File: config.mk
export PLATFORM = sky130hd
export DESIGN_NAME = prefix_fetch_decoder
export DESIGN_NICKNAME = d
export VERILOG_FILES = /design/src/rtl/pfd_pkg.sv /design/src/rtl/pfd_fetch_path.sv /design/src/rtl/pfd_mode_ctrl.sv /design/src/rtl/prefix_fetch_decoder.sv
export SDC_FILE = /design/constraint.sdc
export NUM_CORES = 1
export LEC_CHECK = 0
export BUFFER_PORTS_ARGS = -buffer_cell sky130_fd_sc_hd__clkbuf_2
export CAP_MARGIN = 10
export CORE_MARGIN = 2
export CORE_UTILIZATION = 51
export CTS_CLUSTER_SIZE = 28
export DETAILED_ROUTE_END_ITERATION = 10
export GPL_TIMING_DRIVEN = 0
export PLACE_DENSITY_LB_ADDON = 0.1
export REMOVE_ABC_BUFFERS = 1
export SYNTH_ARGS = -nofsm -noshare
export SYNTH_HDL_FRONTEND = slang
export SYNTH_HIERARCHICAL = 1
export SYNTH_SLANG_ARGS = --single-unit
File: constraint.sdc
create_clock -name clk -period 4.25 [get_ports clk]
set_input_delay 0.85 -clock clk [delete_from_list [all_inputs] [get_ports clk]]
set_output_delay 0.85 -clock clk [all_outputs]
set_load 0.005 [all_outputs]
File: src/rtl/pfd_pkg.sv
package pfd_pkg;

  typedef enum logic [2:0] {
    KIND_NORMAL = 3'd0,
    KIND_PFX_LO = 3'd1,
    KIND_PFX_HI = 3'd2,
    KIND_PFX_BOTH = 3'd3,
    KIND_SEL_BOTH = 3'd4,
    KIND_SEL_SRC = 3'd5,
    KIND_SEL_DST = 3'd6,
    KIND_BRANCH = 3'd7
  } instKind_t;

  // strobes from mode control to fetch datapath
  typedef struct packed {
    logic hostLoad;
    logic advance;
    logic jump;
  } fetchCtrl_t;

endpackage

File: src/rtl/pfd_fetch_path.sv
module pfd_fetch_path
  import pfd_pkg::*;
#(
  parameter int ADDR_W = 16,
  parameter int OP_W = 8,
  parameter int OFF_W = 8,
  parameter int MODE_W = 2,
  parameter logic [OP_W-1:0] RESET_OP = 8'h01
) (
  input  logic clk,
  input  logic rst_n,
  input  fetchCtrl_t ctrl,
  input  logic [OFF_W-1:0] brOffset,
  input  logic [ADDR_W-1:0] pcWrData,
  input  logic [OP_W-1:0] memRdata,
  input  logic [MODE_W-1:0] modeBits,
  output logic [ADDR_W-1:0] memAddr,
  output logic [OP_W-1:0] opcode,
  output logic [MODE_W+OP_W-1:0] dispatchIdx
);

  localparam int EXT_W = ADDR_W - OFF_W;

  logic [ADDR_W-1:0] pcReg;
  logic [OP_W-1:0] pipeReg;
  logic [ADDR_W-1:0] offsetExt;
  logic [ADDR_W-1:0] pcNext;

  generate
    if (EXT_W > 0) begin : g_ext
      assign offsetExt = {{EXT_W{brOffset[OFF_W-1]}}, brOffset};
    end else begin : g_trunc
      assign offsetExt = brOffset[ADDR_W-1:0];
    end
  endgenerate

  // branch target is relative to the delay-slot address, i.e. the current pc
  always_comb begin
    if (ctrl.jump) pcNext = pcReg + offsetExt;
    else           pcNext = pcReg + ADDR_W'(1);
  end

  always_ff @(posedge clk) begin
    if (!rst_n) begin
      pcReg   <= '0;
      pipeReg <= RESET_OP;
    end else if (ctrl.hostLoad) begin
      pcReg <= pcWrData;
    end else if (ctrl.advance) begin
      pipeReg <= memRdata;
      pcReg   <= pcNext;
    end
  end

  assign memAddr = pcReg;
  assign opcode = pipeReg;
  assign dispatchIdx = {modeBits, pipeReg};

endmodule

File: src/rtl/pfd_mode_ctrl.sv
module pfd_mode_ctrl
  import pfd_pkg::*;
#(
  parameter int SEL_W = 4
) (
  input  logic clk,
  input  logic rst_n,
  input  logic halt,
  input  logic exDone,
  input  logic [2:0] exKind,
  input  logic pcWrEn,
  input  logic [SEL_W-1:0] opLow,
  output fetchCtrl_t ctrl,
  output logic [1:0] modeBits,
  output logic bFlag,
  output logic [SEL_W-1:0] srcSel,
  output logic [SEL_W-1:0] dstSel
);

  instKind_t kind;
  logic advance;
  logic clearAll;
  logic modeLo, modeHi, bReg;
  logic [SEL_W-1:0] srcReg, dstReg;

  assign kind = instKind_t'(exKind);
  assign advance = !halt && exDone && !pcWrEn;

  always_comb begin
    ctrl.hostLoad = pcWrEn;
    ctrl.advance  = advance;
    ctrl.jump     = advance && (kind == KIND_BRANCH);
  end

  always_comb begin
    case (kind)
      KIND_NORMAL, KIND_BRANCH: clearAll = 1'b1;
      KIND_SEL_SRC, KIND_SEL_DST: clearAll = bReg;
      default: clearAll = 1'b0;
    endcase
  end

  always_ff @(posedge clk) begin
    if (!rst_n) begin
      modeLo <= 1'b0;
      modeHi <= 1'b0;
      bReg   <= 1'b0;
      srcReg <= '0;
      dstReg <= '0;
    end else if (advance) begin
      if (clearAll) begin
        modeLo <= 1'b0;
        modeHi <= 1'b0;
        bReg   <= 1'b0;
        srcReg <= '0;
        dstReg <= '0;
      end else begin
        case (kind)
          KIND_PFX_LO:   modeLo <= 1'b1;
          KIND_PFX_HI:   modeHi <= 1'b1;
          KIND_PFX_BOTH: begin
            modeLo <= 1'b1;
            modeHi <= 1'b1;
          end
          KIND_SEL_BOTH: begin
            bReg   <= 1'b1;
            srcReg <= opLow;
            dstReg <= opLow;
          end
          KIND_SEL_SRC:  srcReg <= opLow;
          KIND_SEL_DST:  dstReg <= opLow;
          default: ;
        endcase
      end
    end
  end

  assign modeBits = {modeHi, modeLo};
  assign bFlag = bReg;
  assign srcSel = srcReg;
  assign dstSel = dstReg;

endmodule

File: src/rtl/prefix_fetch_decoder.sv
module prefix_fetch_decoder
  import pfd_pkg::*;
#(
  parameter int ADDR_W = 16,
  parameter int OP_W = 8,
  parameter int OFF_W = 8,
  parameter int SEL_W = 4,
  parameter logic [OP_W-1:0] RESET_OP = 8'h01
) (
  input  logic clk,
  input  logic rst_n,
  input  logic halt,
  input  logic exDone,
  input  logic [2:0] exKind,
  input  logic [OFF_W-1:0] brOffset,
  input  logic pcWrEn,
  input  logic [ADDR_W-1:0] pcWrData,
  output logic [ADDR_W-1:0] memAddr,
  input  logic [OP_W-1:0] memRdata,
  output logic [OP_W+1:0] dispatchIdx,
  output logic [SEL_W-1:0] srcSel,
  output logic [SEL_W-1:0] dstSel,
  output logic bFlag
);

  fetchCtrl_t ctrl;
  logic [1:0] modeBits;
  logic [OP_W-1:0] opcode;

  pfd_mode_ctrl #(.SEL_W(SEL_W)) ctrl_i (
    .clk(clk), .rst_n(rst_n), .halt(halt), .exDone(exDone), .exKind(exKind),
    .pcWrEn(pcWrEn), .opLow(opcode[SEL_W-1:0]), .ctrl(ctrl),
    .modeBits(modeBits), .bFlag(bFlag), .srcSel(srcSel), .dstSel(dstSel)
  );

  pfd_fetch_path #(
    .ADDR_W(ADDR_W), .OP_W(OP_W), .OFF_W(OFF_W), .MODE_W(2), .RESET_OP(RESET_OP)
  ) path_i (
    .clk(clk), .rst_n(rst_n), .ctrl(ctrl), .brOffset(brOffset),
    .pcWrData(pcWrData), .memRdata(memRdata), .modeBits(modeBits),
    .memAddr(memAddr), .opcode(opcode), .dispatchIdx(dispatchIdx)
  );

endmodule

==> impl_metrics.ini <==
[die]
die_h_um = 69.9
core-area_sq_um = 4090
die_x_um = 69.9
initial_core_util_pct = 54.3
io_pins = 75
die_area_sq_um = 4890
rows = 23

[sta]
worst_pin_slew_ns = 0.761
relSlewSlack_pct = 49.2
final_hold_viol_count = 0
clock.fmax_mhz = 259
finalClockSkew_ns = 0.00391
final_max_slew_viol_count = 0
rsz0062_at_grt = no
fin_crit_ns = 3.87
post-route-period-util_pct = 91.0
finalSetupViolCount = 0
fin_tns_setup_ns = 0

[clocking]
ctsRootBufferMaster = clkbuf_8
insertion_delay_ns = 0.28
cts_resized = 0
post_cts_buffers = 0
cts_tree = built
cts_buffers = 5
clk_pin_slew_ns = 0.07
cts_buffer_depth = 2
holdBufCountCts = 0
h-tree-depth = 2
cts.sinks = 35

[pwr]
p_comb_share_pct = 14.6
power_frac_seq_pct = 50.2
powerDensity_nw_per_um2 = 274
p_leak_uw = 0.00112
p_int_uw = 517
totalPowerFinal_uw = 710
p_switching_uw = 193
p_sw_share_pct = 27.2
vdd_ir_drop_max_uv = 197
clkPwrFrac_pct = 35.2

[run_status]
status = finished clean

[critical_path]
cp_slowest_stage_delay_ns = 0.43
critPathBufInv = 1
r2r_slack_ns = 1.82
required_ns = 4.43
crit_chain = buf_2, and4bb_2, and3_2, or2b_1, ha_1, fa_1, a211oi_1, o21ai_1, nand2_1, mux2i_1, nor3_1, a2111oi_1
cp_slowest_cell = fa_1
arrival_ns = 4.04
critical_path_class = input pin to register
reg2reg_from = path_i/memAddr[0]
crit_fanout = 23
crit_path_start = pcWrEn
worst_setup_path_end_kind = register
path_delay_family = simple AND/OR/NAND/NOR gates
start_kind = input pin
r2r_end = path_i/memAddr[14]
reg2reg_depth = 8

[grt]
grt_usage_pct = 20.9
grt_pass1_vias = 1886
antenna_found_initial = 0
grt_max_degree = 27
grt.overflow.total = 0
grt_pass1_wl_um = 8380

[routing]
drt_wl_total_um = 5220
dr_total_vias = 2166
drt_first_iter_violations = 93
viasPerCell = 5.63
wl_per_cell_um = 13.6
drc = 0
antenna_left = 0
dr.pass1.iters = 4

[final_layout]
insertedDiodeCount = 0
area_delta_synth_final_pct = 17.0
nNetsFinal = 383
post-route-util_pct = 63.5
drive_above_1_share_pct = 29.3
stdcell_count = 385

[synth]
yosysWarnings = 6
netlist_area_sq_um = 2220
syn_inst = 277
syn_area_per_cell_sq_um = 8.00

[hold_path]
worstHoldPathType = register to register
worstHoldStart = path_i/opcode[7]
whs_path_depth = 2
worstHoldEndpoint = path_i/opcode[7]

[placed_design]
dp.cells = 378
port_buffers = 74
detailed_place_hpwl_um = 3730
gp_congestion = 0.813

[run]
drv_cap = 0
tightest hold or removal path, stage by stage, from the launching register on:
cell     delay, ns
dfxtp_1       0.31
nand2_1       0.05
a21oi_1       0.05
stage by stage:
step           cell area, sq um  worst slack (ns)  hold slack (ns)
2_1_floorplan              2070             0.742            0.452
3_3_place_gp               2510           -0.0806            0.445
3_5_place_dp               2510            -0.119            0.447
4_1_cts                    2590             0.165            0.459
5_1_grt                    2590            0.0361            0.476
6_report                   2590             0.382            0.457
flip-flops by register name (all words and copies together), names as in the netlist:
| name | cells |
|---|---|
| ctrl_i/modeHi | 1 |
| path_i/opcode | 8 |
| ctrl_i/bFlag | 1 |
| ctrl_i/modeLo | 1 |
| path_i/memAddr | 16 |
| ctrl_i/srcSel | 4 |
| ctrl_i/dstSel | 4 |
placed cells by master (no fill, tap or decap), types with 3 or more instances in the layout:
| cell | n |
|---|---|
| ha_1 | 7 |
| nand2_1 | 34 |
| xnor2_1 | 6 |
| clkbuf_8 | 6 |
| mux2i_1 | 9 |
| and2_2 | 6 |
| o22ai_1 | 8 |
| o21ai_0 | 16 |
| clkbuf_2 | 73 |
| a21oi_1 | 25 |
| a211oi_1 | 7 |
| nor3_1 | 4 |
| nor2_1 | 21 |
| nand3_1 | 11 |
| dfxtp_1 | 35 |
| o21ai_1 | 4 |
| o21a_1 | 3 |
| inv_1 | 7 |
| and4_1 | 4 |
| nor3b_1 | 5 |
worst max-delay path by stage:
| stage | endpoint | slack, ns | depth (start not counted) |
|---|---|---|---|
| 2_1_floorplan | path_i/memAddr[14] | 0.74 | 11 |
| 3_3_place_gp | path_i/memAddr[14] | -0.08 | 12 |
| 3_5_place_dp | path_i/memAddr[14] | -0.12 | 12 |
| 4_1_cts | path_i/memAddr[14] | 0.16 | 12 |
| 5_1_grt | path_i/memAddr[14] | 0.04 | 12 |
| 6_report | path_i/memAddr[14] | 0.38 | 12 |
layout make-up:
class                      instances  area (sq um)
fill                             376          1490
multi-input combinational        211          1340
sequential                        35           701
timing repair buffer              74           370
clock buffer                       6          82.6
tap                               50          62.6
inverter                           8          30.0
clock inverter                     1          5.00
power by group through the flow:
stage / Clock (uW) / Combinational, uW / Sequential (uW)
final: 250 / 104 / 356
after global routing: 266 / 116 / 358
after CTS: 253 / 104 / 356
after detailed placement: 0 / 103 / 364
after global placement: 0 / 102 / 364
after floorplan: 0 / 53.7 / 363
layer usage:
metal  vias to the layer above  wire (um)  part of all wire [%]  GRT usage [%]
li1                       1099          -                     -              -
met1                       996       2360                    45           25.9
met2                        64       2470                    47           36.1
met3                         7        329                   6.3           4.47
met4                         0         58                   1.1           6.84
met5                         -          0                     0              0
(Power assumes the default switching activity.)
